$ cat src/rtl/sbPrechargePkg.sv
package sbPrechargePkg;

  // strobes from the control to the datapath, one cycle's worth
  typedef struct packed {
    logic accept;      // fetch is taken this cycle
    logic wakeSwitch;  // move precharge to the fetch's sub-bank
    logic train;       // write the previous fetch's entry
    logic predict;     // move precharge to the predicted sub-bank
  } pcStrobe_t;

  typedef enum logic {
    CTL_IDLE = 1'b0,
    CTL_WAKE = 1'b1
  } ctlState_t;

endpackage

$ cat src/rtl/sbPrechargeDp.sv
module sbPrechargeDp
  import sbPrechargePkg::*;
#(
  parameter int NUM_SUBBANKS = 4,
  parameter int SET_BITS     = 9,
  parameter int TABLE_DEPTH  = 64
) (
  input  logic                            clk,
  input  logic                            rstN,
  input  logic [SET_BITS-1:0]             fetchSet,
  input  logic [$clog2(NUM_SUBBANKS)-1:0] fetchSubBank,
  input  pcStrobe_t                       strobes,
  output logic                            bankMiss,
  output logic                            crossing,
  output logic                            predHit,
  output logic [NUM_SUBBANKS-1:0]         prechargeEn
);

  localparam int SB_W  = $clog2(NUM_SUBBANKS);
  localparam int IDX_W = $clog2(TABLE_DEPTH);

  logic [SB_W-1:0]        curBank;
  logic [SB_W-1:0]        prevBank;
  logic [IDX_W-1:0]       prevIdx;
  logic                   prevValid;
  logic [TABLE_DEPTH-1:0] tblValid;
  logic [SB_W-1:0]        tblPred [TABLE_DEPTH];

  logic [IDX_W-1:0] lookIdx;
  logic [SB_W-1:0]  lookPred;
  logic             lookValid;

  // index: set folded to table width, XOR sub-bank
  assign lookIdx   = IDX_W'(fetchSet) ^ IDX_W'(fetchSubBank);
  assign lookPred  = tblPred[lookIdx];
  assign lookValid = tblValid[lookIdx];

  assign bankMiss = (fetchSubBank != curBank);
  assign crossing = prevValid && (fetchSubBank != prevBank);
  assign predHit  = lookValid && (lookPred != fetchSubBank);

  // precharged sub-bank register
  always_ff @(posedge clk) begin
    if (!rstN) begin
      curBank <= '0;
    end else if (strobes.wakeSwitch) begin
      curBank <= fetchSubBank;
    end else if (strobes.predict) begin
      curBank <= lookPred;
    end
  end

  // history of the last accepted fetch
  always_ff @(posedge clk) begin
    if (!rstN) begin
      prevValid <= 1'b0;
      prevBank  <= '0;
      prevIdx   <= '0;
    end else if (strobes.accept) begin
      prevValid <= 1'b1;
      prevBank  <= fetchSubBank;
      prevIdx   <= lookIdx;
    end
  end

  // prediction table: valid bits reset, payload does not
  always_ff @(posedge clk) begin
    if (!rstN) begin
      tblValid <= '0;
    end else if (strobes.train) begin
      tblValid[prevIdx] <= 1'b1;
    end
  end

  always_ff @(posedge clk) begin
    if (strobes.train) begin
      tblPred[prevIdx] <= fetchSubBank;
    end
  end

  // one-hot decode of the precharged sub-bank
  for (genvar g = 0; g < NUM_SUBBANKS; g++) begin : g_pchDecode
    assign prechargeEn[g] = (curBank == SB_W'(g));
  end

endmodule

$ cat src/rtl/sbPrechargeCtrl.sv
module sbPrechargeCtrl
  import sbPrechargePkg::*;
#(
  parameter int WAKE_CYCLES = 1
) (
  input  logic      clk,
  input  logic      rstN,
  input  logic      fetchValid,
  input  logic      bankMiss,
  input  logic      crossing,
  input  logic      predHit,
  output pcStrobe_t strobes,
  output logic      stall
);

  localparam int CNT_W = $clog2(WAKE_CYCLES + 1);

  ctlState_t        state;
  logic [CNT_W-1:0] wakeLeft;
  logic             startWake;

  assign startWake = fetchValid && (state == CTL_IDLE) && bankMiss;
  assign stall     = (state == CTL_WAKE) || (fetchValid && bankMiss);

  always_comb begin
    strobes            = '0;
    strobes.accept     = fetchValid && !stall;
    strobes.wakeSwitch = startWake;
    strobes.train      = fetchValid && !stall && crossing;
    strobes.predict    = fetchValid && !stall && predHit;
  end

  always_ff @(posedge clk) begin
    if (!rstN) begin
      state    <= CTL_IDLE;
      wakeLeft <= '0;
    end else begin
      case (state)
        CTL_IDLE: begin
          if (startWake && (WAKE_CYCLES > 1)) begin
            state    <= CTL_WAKE;
            wakeLeft <= CNT_W'(WAKE_CYCLES - 1);
          end
        end
        CTL_WAKE: begin
          if (wakeLeft <= CNT_W'(1)) begin
            state    <= CTL_IDLE;
            wakeLeft <= '0;
          end else begin
            wakeLeft <= wakeLeft - CNT_W'(1);
          end
        end
        default: state <= CTL_IDLE;
      endcase
    end
  end

endmodule

$ cat src/rtl/sbPrechargeCtl.sv
module sbPrechargeCtl
  import sbPrechargePkg::*;
#(
  parameter int NUM_SUBBANKS = 4,
  parameter int SET_BITS     = 9,
  parameter int TABLE_DEPTH  = 64,
  parameter int WAKE_CYCLES  = 1
) (
  input  logic                            clk,
  input  logic                            rstN,
  input  logic                            fetchValid,
  input  logic [SET_BITS-1:0]             fetchSet,
  input  logic [$clog2(NUM_SUBBANKS)-1:0] fetchSubBank,
  output logic [NUM_SUBBANKS-1:0]         prechargeEn,
  output logic                            stall
);

  pcStrobe_t strobes;
  logic      bankMiss;
  logic      crossing;
  logic      predHit;

  sbPrechargeCtrl #(
    .WAKE_CYCLES(WAKE_CYCLES)
  ) u_ctrl (
    .clk       (clk),
    .rstN      (rstN),
    .fetchValid(fetchValid),
    .bankMiss  (bankMiss),
    .crossing  (crossing),
    .predHit   (predHit),
    .strobes   (strobes),
    .stall     (stall)
  );

  sbPrechargeDp #(
    .NUM_SUBBANKS(NUM_SUBBANKS),
    .SET_BITS    (SET_BITS),
    .TABLE_DEPTH (TABLE_DEPTH)
  ) u_dp (
    .clk         (clk),
    .rstN        (rstN),
    .fetchSet    (fetchSet),
    .fetchSubBank(fetchSubBank),
    .strobes     (strobes),
    .bankMiss    (bankMiss),
    .crossing    (crossing),
    .predHit     (predHit),
    .prechargeEn (prechargeEn)
  );

endmodule

$ cat config.mk
export PLATFORM = sky130hd
export DESIGN_NAME = sbPrechargeCtl
export DESIGN_NICKNAME = d
export VERILOG_FILES = /design/src/rtl/sbPrechargePkg.sv /design/src/rtl/sbPrechargeDp.sv /design/src/rtl/sbPrechargeCtrl.sv /design/src/rtl/sbPrechargeCtl.sv
export SDC_FILE = /design/constraint.sdc
export NUM_CORES = 1
export LEC_CHECK = 0
export BUFFER_PORTS_ARGS = -buffer_cell sky130_fd_sc_hd__clkbuf_2
export CORE_AREA = 2 2 124 126
export CTS_BUF_LIST = sky130_fd_sc_hd__clkbuf_4
export CTS_CLUSTER_SIZE = 30
export DETAILED_ROUTE_END_ITERATION = 8
export DIE_AREA = 0 0 126 128
export PLACE_DENSITY = 0.72
export SYNTH_ARGS = -nofsm -noshare
export SYNTH_HDL_FRONTEND = slang
export SYNTH_HIERARCHICAL = 1
export SYNTH_SLANG_ARGS = --single-unit
$ cat constraint.sdc
create_clock -name clk -period 4.39 [get_ports clk]
set_clock_uncertainty 0.15 [all_clocks]
set_input_delay 0.2195 -clock clk [delete_from_list [all_inputs] [get_ports clk]]
set_output_delay 0.2195 -clock clk [all_outputs]
set_load 0.02 [all_outputs]
==> results.sh, run 1 <==
export IMPL_cts_max_level=2
export IMPL_layout_setup_ws_ns=0.853
export IMPL_cpMaxStageDelayCell="sky130_fd_sc_hd__mux4_2"
export IMPL_timing_max_transition_violations_final=0
export IMPL_number_of_ports_placed_on_the_die_boundary=19
export IMPL_synth_adder_area_share_pct=0
export IMPL_postCtsSetupRepairBufs=0
export IMPL_layout_core_utilization_pct=61.7
export IMPL_floorplan_rows=45
export IMPL_route_vias_total=4935
export IMPL_fmax_mhz=283
export IMPL_dpl_hpwl_um=10800
export IMPL_cp_max_fo=11
export IMPL_min_period_over_period_pct=80.6
export IMPL_critical_path_max_stage_delay_ns=0.53
export IMPL_global_routing_met1_resource_utilization_pct=29.4
export IMPL_grt_pass1_wl_um=27100
export IMPL_count_of_flip_flops_with_a_built_in_enable_after_synthesis=128
export IMPL_setup_repair_after_global_routing_missed_its_margin="false"
export IMPL_placement_setup_worst_slack_ns=0.794
export IMPL_critical_path_required_ns=4.74
export IMPL_io_buffers=15
export IMPL_numClockSinks=203
export IMPL_drt_first_pass_iters=5
export IMPL_crit_type="input pin to flip-flop"
export IMPL_worst_slew_margin_rel_pct=31.2
export IMPL_worst_setup_path_start_kind="input pin"
export IMPL_synth_async_sr_flop_share_pct=0
export IMPL_stdcell_count=826
export IMPL_yosys_register_bits=203
export IMPL_antenna_found_initial=1
export IMPL_clk_pin_slew_worst_paths_ns=0.08
export IMPL_final_critical_delay_including_setup_and_external_delays_ns=3.54
export IMPL_post_route_cells_drive_above_1_share_pct=25.5
export IMPL_multi_input_area_um2=2690
export IMPL_first_global_vias=5073
export IMPL_global_route_usage_met3_pct=4.55
export IMPL_reg2reg_slack_ns=1.62
export IMPL_area_sequential_um2=5350
export IMPL_tritoncts_num_buffers=48
export IMPL_run_status="finished, final reports clean"
export IMPL_yosys_area_share_simple_pct=8.64
export IMPL_synthCells=553
export IMPL_synth_main_ff_cell="sky130_fd_sc_hd__edfxtp_1"
export IMPL_clock_tree_buffer_depth=3
export IMPL_floorplan_die_width_um=126
export IMPL_initial_core_utilization_pct=55.1
export IMPL_max_slew_worst_pin_slew_ns=1.02
export IMPL_timing_hold_worst_class="input pin to flip-flop"
export IMPL_cts_tree="done"
export IMPL_detail_route_drc_violations=0
export IMPL_core_region_area_um2=14900
export IMPL_overflow=0
export IMPL_critPathTopFamily="compound AO/OA/AOI/OAI gates"
export IMPL_gr_usage_met2_pct=34.0
export IMPL_globalRoute_busiestLayer="met2"
export IMPL_global_route_usage_total_pct=21.9
export IMPL_cts_root_buffer_cell="sky130_fd_sc_hd__clkbuf_4"
export IMPL_final_hold_violation_count=0
export IMPL_max_vdd_ir_drop_mv=0.164
export IMPL_final_hold_worst_slack_ns=0.119
export IMPL_syn_area_um2=8190
export IMPL_grt_max_degree=61
export IMPL_drt_antenna_violating_nets=0
export IMPL_postSynthNetCount=567
export IMPL_synth_sequential_area_ratio_pct=65.2
export IMPL_ys_warnings=6
export IMPL_dieArea_um2=16100
export IMPL_die_h_um=128
export IMPL_totalWireLength_um=17000
export IMPL_clock_insertion_delay_worst_skew_ns=0.61
export IMPL_critPathBufInv=4
export IMPL_layout_area_overhead_vs_synth_pct=11.9
export IMPL_drt_first_iter_violations=585
export IMPL_final_fill_count=1119
export IMPL_final_setup_tns_ns=0
export IMPL_wl_per_cell_um=20.6
export IMPL_max_cap_viol_count=0
export IMPL_combinational_family_with_the_most_area_after_synthesis="multiplexers"
export IMPL_synth_compound_area_share_pct=8.17
export IMPL_worstPathCellList="dlygate4sd3_1 -> clkbuf_2 -> xor2_4 -> buf_4 -> mux4_2 -> o211ai_1 -> a31oi_1 -> o31ai_1 -> xor2_1 -> a21boi_1 -> and3b_2 -> inv_1 -> a21oi_1 -> o21ai_0 -> o211a_1"
export IMPL_fin_nets=610
export IMPL_finalInstanceArea_um2=9170
export IMPL_detail_routed_via_count_per_cell=5.97
export IMPL_ys_types=40
export IMPL_cp_data_arrival_time_ns=3.89
export IMPL_place_gp_congestion=0.827
export IMPL_areal_power_density_over_the_cells_nw_per_um2=432
export IMPL_multiplexer_fraction_of_the_synthesized_cell_area_pct=14.6
export IMPL_synthesis_area_per_instance_um2=14.8
export IMPL_placedCellCount=730
export IMPL_cellLeakagePower_nw=3.10
export IMPL_placed_area_um2=8440
export IMPL_critical_path_endpoint_type="flip-flop"
export IMPL_power_total_mw=3.96
export IMPL_setup_viol=0
export IMPL_synth_xor_area_share_pct=1.19
[cell usage after synthesis (2+ instances only)]
master	count	share of area [%]
sky130_fd_sc_hd__nor2b_1	14	1.1
sky130_fd_sc_hd__nand2_1	28	1.3
sky130_fd_sc_hd__o21a_1	65	6.0
sky130_fd_sc_hd__buf_6	2	0.27
sky130_fd_sc_hd__nand3_1	17	1.0
sky130_fd_sc_hd__buf_4	4	0.37
sky130_fd_sc_hd__a21oi_1	4	0.24
sky130_fd_sc_hd__dfxtp_1	75	18
sky130_fd_sc_hd__edfxtp_1	128	47
sky130_fd_sc_hd__mux4_2	48	13
sky130_fd_sc_hd__clkbuf_1	22	1.0
sky130_fd_sc_hd__xnor2_1	6	0.64
sky130_fd_sc_hd__nand4_1	10	0.76
sky130_fd_sc_hd__and3b_2	2	0.24
sky130_fd_sc_hd__mux2i_1	10	1.2
sky130_fd_sc_hd__xor2_1	2	0.21
sky130_fd_sc_hd__a22oi_1	3	0.27
sky130_fd_sc_hd__o21ai_0	3	0.18
sky130_fd_sc_hd__o211a_1	3	0.37
sky130_fd_sc_hd__a31oi_1	6	0.46
sky130_fd_sc_hd__nand3b_1	3	0.27
sky130_fd_sc_hd__nor2_1	71	3.3
sky130_fd_sc_hd__buf_2	6	0.37
sky130_fd_sc_hd__or3b_2	2	0.21
sky130_fd_sc_hd__inv_1	4	0.18
[layout make-up]
type                    instances  share of cell area [%]
diodes                          2                  0.0546
clock buffers                  78                    6.39
clock inverters                12                    1.06
inverters                       4                   0.164
multi-input cells             312                    29.3
flip-flops and latches        203                    58.3
well taps                     188                    2.57
repair buffers                 27                    2.18
[where the power goes]
part	internal [mW]	switching, mW	total (mW)	leakage [nW]
logic	0.117	0.165	0.282	0.938
clock network	0.924	0.712	1.64	0.408
registers	2.03	0.0109	2.04	1.75
[metal layers]
layer / up-vias / routed length [um]
met4: 0 / 651
met3: 47 / 1090
li1: 2219 / -
met1: 2483 / 7150
met2: 186 / 8110
met5: - / 0
[worst paths after layout]
| path | end | depth (start not counted) | from |
|---|---|---|---|
| worst max-delay path | u_dp/curBank[1] | 15 | fetchSubBank[1] |
| worst min-delay path | u_dp/prevIdx[2] | 3 | fetchSet[2] |
| worst max register to register | u_dp/curBank[1] | 11 | u_dp/tblPred[27][1] |
| worst min register to register | u_dp/prevValid | 1 | u_dp/prevValid |
[registers in the layout, summed over array words and instances, names as in the netlist]
name,count
u_dp/prevValid,1
u_dp/curBank,2
u_dp/tblValid,64
u_dp/prevBank,2
u_dp/prevIdx,6
u_dp/tblPred,128
[cell usage in the layout, fill, tap and decap left out, types with 3 or more instances in the layout]
master                          Yosys  final
sky130_fd_sc_hd__edfxtp_1         128    128
sky130_fd_sc_hd__clkbuf_4           0     78
sky130_fd_sc_hd__dfxtp_1           75     75
sky130_fd_sc_hd__nor2_1            71     71
sky130_fd_sc_hd__o21a_1            65     65
sky130_fd_sc_hd__mux4_2            48     48
sky130_fd_sc_hd__nand2_1           28     28
sky130_fd_sc_hd__nand3_1           17     17
sky130_fd_sc_hd__clkbuf_2           0     15
sky130_fd_sc_hd__nor2b_1           14     14
sky130_fd_sc_hd__nand4_1           10     10
sky130_fd_sc_hd__mux2i_1           10     10
sky130_fd_sc_hd__clkinv_1           0      8
sky130_fd_sc_hd__xnor2_1            6      6
sky130_fd_sc_hd__a31oi_1            6      6
sky130_fd_sc_hd__buf_4              4      6
sky130_fd_sc_hd__dlygate4sd3_1      0      4
sky130_fd_sc_hd__inv_1              4      4
sky130_fd_sc_hd__a21oi_1            4      4
sky130_fd_sc_hd__nand3b_1           3      3
sky130_fd_sc_hd__a22oi_1            3      3
sky130_fd_sc_hd__o21ai_0            3      3
sky130_fd_sc_hd__o211a_1            3      3
[worst min-delay path, delay by kind of cell]
family | cells | cell delay (ns)
buffers and inverters | 1 | 0.29
muxes | 1 | 0.24
and+or+nand+nor | 1 | 0.07
[repair_timing]
item	in CTS	in global routing
resized for setup	0	0
hold endpoints to repair	13	0
hold buffers	4	0
[cell families after synthesis]
kind of cell / after synthesis
XOR/XNOR: 9
AND/OR/NAND/NOR: 153
AO/OA/AOI/OAI: 91
flip-flops: 203
multiplexers: 59
buffers and inverters: 38
(Power assumes the default switching activity.)
==> run 2: changes to the inputs <==
ABC_AREA = 1   (was not set)
CORE_AREA = 2 2 127 129   (was 2 2 124 126)
DIE_AREA = 0 0 129 131   (was 0 0 126 128)
clock period = 3.3 ns   (was 4.39 ns; I/O delays follow)
==> run 2 against run 1 <==
Die area is 4.8% higher. Non-clock buffer count is 18 higher. Combinational power grew 78%. Setup slack lost 0.54 ns. Critical path type unchanged. Largest cell class unchanged. Critical path depth fell by 2. Via count rose by 36%.
==> results.sh, run 2 <==
export IMPL_postCtsSetupRepairBufs=0
export IMPL_postSynthNetCount=930
export IMPL_reg_top3="u_dp/tblPred x128, u_dp/tblValid x64, u_dp/prevIdx x6"
export IMPL_run_status="finished, final reports clean"
export IMPL_yosys_register_bits=203
export IMPL_tritoncts_num_buffers=52
export IMPL_startpoint_of_the_worst_slack_reg_to_reg_timing_path="u_dp/curBank[1]"
export IMPL_min_period_over_period_pct=90.5
export IMPL_worst_slew_margin_rel_pct=57.3
export IMPL_first_global_vias=6369
export IMPL_final_critical_delay_including_setup_and_external_delays_ns=2.99
export IMPL_grt_max_degree=62
export IMPL_synthCells=916
export IMPL_numClockSinks=203
export IMPL_placement_setup_worst_slack_ns=0.261
export IMPL_finalInstanceArea_um2=9720
export IMPL_pwr_share_seq_pct=50.1
export IMPL_cts_max_level=2
export IMPL_ys_types=30
export IMPL_cp_max_fo=29
export IMPL_power_share_combinational_pct=9.3
export IMPL_totalWireLength_um=21300
export IMPL_cellLeakagePower_nw=3.62
export IMPL_layout_setup_ws_ns=0.313
export IMPL_yosys_top_cells_count="216 x sky130_fd_sc_hd__nor2_1, 146 x sky130_fd_sc_hd__nand2_1, 145 x sky130_fd_sc_hd__nand3_1, 128 x sky130_fd_sc_hd__edfxtp_1, 75 x sky130_fd_sc_hd__dfxtp_1"
export IMPL_cts_tree="done"
export IMPL_clock_tree_buffer_depth=3
export IMPL_pwr_share_clk_pct=40.6
export IMPL_reg2reg_slack_ns=0.72
export IMPL_yosys_cell_count_top_type="sky130_fd_sc_hd__nor2_1"
export IMPL_power_switching_fraction_pct=24.8
export IMPL_overflow=0
export IMPL_clk_pin_slew_worst_paths_ns=0.06
export IMPL_power_total_mw=5.42
export IMPL_critical_path_endpoint_type="flip-flop"
export IMPL_largest_register_ffs=128
export IMPL_grt_pass1_wl_um=33200
export IMPL_synth_main_ff_cell="sky130_fd_sc_hd__edfxtp_1"
export IMPL_synth_async_sr_flop_share_pct=0
export IMPL_layout_area_overhead_vs_synth_pct=13.0
export IMPL_r2r_end="u_dp/tblPred[20][0]"
export IMPL_drt_first_iter_violations=658
export IMPL_syn_area_um2=8610
export IMPL_core_region_area_um2=15600
export IMPL_max_cap_viol_count=0
export IMPL_count_of_flip_flops_with_a_built_in_enable_after_synthesis=128
export IMPL_fin_nets=982
export IMPL_worstHoldEndpoint="u_dp/prevIdx[2]"
export IMPL_cp_data_arrival_time_ns=3.15
export IMPL_synthesis_area_per_instance_um2=9.39
export IMPL_place_gp_congestion=0.843
export IMPL_timing_reg2reg_worst_path_depth=12
export IMPL_cellInternalPower_mw=4.08
export IMPL_ys_warnings=6
export IMPL_number_of_ports_placed_on_the_die_boundary=19
export IMPL_areal_power_density_over_the_cells_nw_per_um2=557
export IMPL_max_vdd_ir_drop_mv=0.304
export IMPL_setup_viol=0
export IMPL_detail_routed_via_count_per_cell=5.46
export IMPL_clock_insertion_delay_worst_skew_ns=0.67
export IMPL_worst_setup_path_start_kind="input pin"
export IMPL_dieArea_um2=16900
export IMPL_synth_sequential_area_ratio_pct=62.1
export IMPL_layout_commonest_cell="sky130_fd_sc_hd__nor2_1"
export IMPL_io_buffers=15
export IMPL_post_route_cells_drive_above_1_share_pct=13.8
export IMPL_detail_route_drc_violations=0
export IMPL_wl_per_cell_um=17.4
export IMPL_ys_top_cells_by_area="sky130_fd_sc_hd__edfxtp_1 45%, sky130_fd_sc_hd__dfxtp_1 17%, sky130_fd_sc_hd__nor2_1 9.4%"
export IMPL_route_vias_total=6697
export IMPL_synth_top_area_share_pct=44.7
export IMPL_global_route_usage_total_pct=26.1
export IMPL_antenna_found_initial=1
export IMPL_setup_repair_after_global_routing_missed_its_margin="false"
export IMPL_dpl_hpwl_um=12400
export IMPL_placed_area_um2=8920
export IMPL_floorplan_die_width_um=129
export IMPL_yosys_area_top_type="sky130_fd_sc_hd__edfxtp_1"
export IMPL_top_register="u_dp/tblPred"
export IMPL_final_setup_tns_ns=0
export IMPL_crit_type="input pin to flip-flop"
export IMPL_stdcell_count=1226
export IMPL_layout_common_cells="216 x sky130_fd_sc_hd__nor2_1, 146 x sky130_fd_sc_hd__nand2_1, 145 x sky130_fd_sc_hd__nand3_1"
export IMPL_timing_max_transition_violations_final=0
export IMPL_initial_core_utilization_pct=55.2
export IMPL_die_h_um=131
export IMPL_worstHoldPathCells=4
export IMPL_placedCellCount=1120
export IMPL_hold_path_startpoint="fetchSet[2]"
export IMPL_cts_root_buffer_cell="sky130_fd_sc_hd__clkbuf_4"
export IMPL_drt_antenna_violating_nets=0
export IMPL_floorplan_rows=46
export IMPL_fmax_mhz=335
export IMPL_timing_hold_worst_class="input pin to flip-flop"
export IMPL_layout_core_utilization_pct=62.3
export IMPL_final_hold_worst_slack_ns=0.103
export IMPL_drt_first_pass_iters=5
export IMPL_critical_path_required_ns=3.47
export IMPL_power_switching_mw=1.34
export IMPL_final_hold_violation_count=0
export IMPL_max_slew_worst_pin_slew_ns=0.640
run 2: cell types whose count changed in the layout (fill, tap and decap cells not counted), moves of 12 or more:
cell	change
sky130_fd_sc_hd__mux4_2	-48
sky130_fd_sc_hd__nor2b_1	-14
sky130_fd_sc_hd__o21a_1	-65
sky130_fd_sc_hd__inv_1	+39
sky130_fd_sc_hd__nor2_1	+145
sky130_fd_sc_hd__o211ai_1	+28
sky130_fd_sc_hd__nand2_1	+118
sky130_fd_sc_hd__o21ai_0	+17
sky130_fd_sc_hd__nand3_1	+128
sky130_fd_sc_hd__clkbuf_4	+12
run 2: cell families after synthesis:
group                     synth area share, %
buffers and inverters                    5.20
and+or+nand+nor                          26.7
xor gates and xnor gates                0.582
DFF                                      62.1
AOI/OAI and AO/OA                        5.42
run 2: layout make-up:
cell class	count	area, um2
fill	1364	5880
clock buffer	90	676
antenna	1	2.50
tap	216	270
clock inverter	5	18.8
timing repair buffer	45	388
sequential	203	5350
multi-input combinational	619	2840
inverter	47	181
run 2: how the worst max path moves through the flow:
stage / from / endpoint / slack, ns / cells past startpoint
2_1_floorplan: fetchSubBank[1] / u_dp/curBank[0] / 1.10 / 17
3_3_place_gp: fetchSubBank[1] / u_dp/tblPred[20][0] / 0.27 / 12
3_5_place_dp: fetchSubBank[1] / u_dp/tblPred[10][0] / 0.26 / 12
4_1_cts: fetchSubBank[1] / u_dp/tblPred[50][0] / 0.37 / 13
5_1_grt: fetchSubBank[1] / u_dp/tblPred[20][0] / 0.06 / 13
6_report: fetchSubBank[1] / u_dp/tblPred[20][0] / 0.31 / 13
run 2: power groups by stage:
stage                     clock [mW]  sequential, mW  combinational (mW)
after floorplan                    0            2.77               0.332
after global placement             0            2.77               0.479
after detailed placement           0            2.77               0.486
after CTS                       2.24            2.72               0.498
after global routing            2.37            2.72               0.554
final                           2.20            2.72               0.502
run 2: routing by layer:
| layer | global-route usage (%) | routed length (um) | share of wire [%] | up-vias |
|---|---|---|---|---|
| met3 | 5.70 | 1620 | 7.6 | 47 |
| met2 | 43.3 | 10100 | 48 | 255 |
| met4 | 10.9 | 663 | 3.1 | 0 |
| met5 | 0 | 0 | 0 | - |
| li1 | - | - | - | 3242 |
| met1 | 33.5 | 8850 | 42 | 3153 |
run 2: timing repair:
action	CTS	global route
hold endpoints to repair	48	0
hold buffers	10	0
endpoints found under the setup margin	0	0
resized for setup	0	0
run 2: worst max-delay path: stages:
cell                            delay [ns]
sky130_fd_sc_hd__dlygate4sd3_1        0.52
sky130_fd_sc_hd__clkbuf_2             0.46
sky130_fd_sc_hd__buf_4                0.41
sky130_fd_sc_hd__xnor2_1              0.10
sky130_fd_sc_hd__a21oi_1              0.15
sky130_fd_sc_hd__inv_1                0.05
sky130_fd_sc_hd__nor2_1               0.26
sky130_fd_sc_hd__inv_1                0.07
sky130_fd_sc_hd__nor2_1               0.09
sky130_fd_sc_hd__inv_1                0.08
sky130_fd_sc_hd__nor3_1               0.15
sky130_fd_sc_hd__inv_1                0.29
sky130_fd_sc_hd__nor2_1               0.34
==> run 3: changes to the inputs <==
CORE_AREA = 2 2 122 136   (was 2 2 127 129)
DIE_AREA = 0 0 124 138   (was 0 0 129 131)
PLACE_DENSITY = 0.71   (was 0.72)
TNS_END_PERCENT = 20   (was not set)
clock period = 3.1 ns   (was 3.3 ns; I/O delays follow)
==> run 3 against run 2 <==
Die area rose by 1.3%. Final cell count fell by 1.8%. Routed wire length fell by 4.5%. Via count fell by 1.5%. Critical endpoint is now u_dp/tblPred[12][0]. Largest cell class unchanged.
==> results.sh, run 3 (synthesized netlist as in run 2, its figures left out) <==
export IMPL_run_status="finished, final reports clean"
export IMPL_placedCellCount=1112
export IMPL_critical_path_endpoint_type="flip-flop"
export IMPL_setup_repair_after_global_routing_missed_its_margin="false"
export IMPL_power_switching_fraction_pct=24.6
export IMPL_hold_path_startpoint="fetchSet[1]"
export IMPL_place_gp_congestion=0.864
export IMPL_cts_root_buffer_cell="sky130_fd_sc_hd__clkbuf_4"
export IMPL_dpl_hpwl_um=12400
export IMPL_final_setup_tns_ns=0
export IMPL_layout_area_overhead_vs_synth_pct=12.1
export IMPL_postCtsResizedCells=0
export IMPL_cts_tree="done"
export IMPL_cellInternalPower_mw=4.17
export IMPL_power_share_combinational_pct=9.7
export IMPL_clock_tree_buffer_depth=3
export IMPL_stdcell_count=1204
export IMPL_max_cap_viol_count=0
export IMPL_drt_first_iter_violations=513
export IMPL_first_global_vias=6166
export IMPL_overflow=0
export IMPL_cts_max_level=2
export IMPL_totalWireLength_um=20300
export IMPL_cp_max_fo=52
export IMPL_final_critical_delay_including_setup_and_external_delays_ns=2.75
export IMPL_fin_nets=978
export IMPL_drt_antenna_violating_nets=0
export IMPL_wl_per_cell_um=16.9
export IMPL_post_route_cells_drive_above_1_share_pct=12.6
export IMPL_max_vdd_ir_drop_mv=0.227
export IMPL_timing_reg2reg_worst_path_depth=12
export IMPL_hold_buffers=7
export IMPL_cp_data_arrival_time_ns=2.88
export IMPL_crit_type="input pin to flip-flop"
export IMPL_global_route_usage_total_pct=24.3
export IMPL_detail_route_drc_violations=0
export IMPL_floorplan_die_width_um=124
export IMPL_io_buffers=15
export IMPL_diodes_inserted=0
export IMPL_reg2reg_slack_ns=0.63
export IMPL_power_switching_mw=1.36
export IMPL_setup_viol=0
export IMPL_top_register="u_dp/tblPred"
export IMPL_drt_first_pass_iters=5
export IMPL_max_slew_worst_pin_slew_ns=0.777
export IMPL_fmax_mhz=364
export IMPL_dieArea_um2=17100
export IMPL_numClockSinks=203
export IMPL_route_vias_total=6599
export IMPL_worst_slew_margin_rel_pct=48.1
export IMPL_postCtsSetupRepairBufs=0
export IMPL_min_period_over_period_pct=88.7
export IMPL_pwr_share_seq_pct=52.3
export IMPL_startpoint_of_the_worst_slack_reg_to_reg_timing_path="u_dp/curBank[1]"
export IMPL_largest_register_ffs=128
export IMPL_timing_max_transition_violations_final=0
export IMPL_worstHoldPathCells=5
export IMPL_layout_common_cells="216 x sky130_fd_sc_hd__nor2_1, 146 x sky130_fd_sc_hd__nand2_1, 145 x sky130_fd_sc_hd__nand3_1"
export IMPL_grt_pass1_wl_um=31800
export IMPL_timing_hold_worst_class="input pin to flip-flop"
export IMPL_detail_routed_via_count_per_cell=5.48
export IMPL_clock_insertion_delay_worst_skew_ns=0.61
export IMPL_areal_power_density_over_the_cells_nw_per_um2=573
export IMPL_critical_path_required_ns=3.23
export IMPL_setup_worst_path_start="fetchSubBank[0]"
export IMPL_final_hold_violation_count=0
export IMPL_worst_setup_path_start_kind="input pin"
export IMPL_die_h_um=138
export IMPL_number_of_ports_placed_on_the_die_boundary=19
export IMPL_clk_pin_slew_worst_paths_ns=0.06
export IMPL_antenna_found_initial=0
export IMPL_pwr_share_clk_pct=38.0
export IMPL_grt_max_degree=53
export IMPL_reg_top3="u_dp/tblPred x128, u_dp/tblValid x64, u_dp/prevIdx x6"
export IMPL_initial_core_utilization_pct=54.0
export IMPL_floorplan_rows=49
export IMPL_tritoncts_num_buffers=47
export IMPL_cellLeakagePower_nw=3.57
export IMPL_layout_commonest_cell="sky130_fd_sc_hd__nor2_1"
export IMPL_core_region_area_um2=15900
[run 3: cell types whose count changed in the layout (fill, tap and decap cells not counted), sizes merged]
cell,before,now
bufinv,0,1
clkinv,7,15
buf,20,24
clkbuf,105,85
inv,45,46
diode,1,0
dlygate4sd3,10,7
[run 3: layer usage]
| layer | global-route usage [%] | share of wire, % | vias up |
|---|---|---|---|
| met3 | 3.71 | 6.3 | 47 |
| met1 | 32.3 | 41 | 3106 |
| met2 | 39.7 | 49 | 232 |
| met5 | 0 | 0 | - |
| met4 | 10.3 | 3.0 | 0 |
| li1 | - | - | 3214 |
[run 3: critical path: stages]
cell and delay, ns:
sky130_fd_sc_hd__dlygate4sd3_1 0.52, sky130_fd_sc_hd__clkbuf_2 0.22, sky130_fd_sc_hd__buf_4 0.50, sky130_fd_sc_hd__xnor2_1 0.12, sky130_fd_sc_hd__a21oi_1 0.14, sky130_fd_sc_hd__inv_1 0.05
sky130_fd_sc_hd__nor2_1 0.13, sky130_fd_sc_hd__inv_1 0.05, sky130_fd_sc_hd__nor2_1 0.08, sky130_fd_sc_hd__inv_1 0.08, sky130_fd_sc_hd__nor3_1 0.15, sky130_fd_sc_hd__inv_1 0.31
sky130_fd_sc_hd__nor2_1 0.35
[run 3: power groups by stage]
stage / combinational, mW / clock [mW] / sequential (mW)
floorplan: 0.354 / 0 / 2.95
global placement: 0.518 / 0 / 2.95
detailed placement: 0.524 / 0 / 2.95
CTS: 0.533 / 2.15 / 2.89
global route: 0.591 / 2.28 / 2.89
finish: 0.534 / 2.10 / 2.89
[run 3: final timing paths]
kind | end
setup / recovery | u_dp/tblPred[12][0]
hold / removal | u_dp/prevIdx[1]
setup reg to reg | u_dp/tblPred[12][0]
hold reg to reg | u_dp/prevValid
[run 3: metrics by stage]
step	power, mW	setup slack [ns]	hold WS, ns	util (%)	area (um2)
after CTS	5.57	0.343	0.106	60.5	9640
final	5.53	0.349	0.130	60.5	9640
after global routing	5.76	0.119	0.164	60.5	9640
after floorplan	3.30	0.913	0.104	-	8610
after global placement	3.47	0.259	0.293	56.2	8960
after detailed placement	3.48	0.238	0.302	56.2	8960
[run 3: area by class of cell]
cell class	count	area [um2]
multi-input combinational	619	2840
fill	1389	6300
timing repair buffer	46	413
clock buffer	70	526
tap	204	255
inverter	47	181
clock inverter	15	83.8
sequential	203	5350
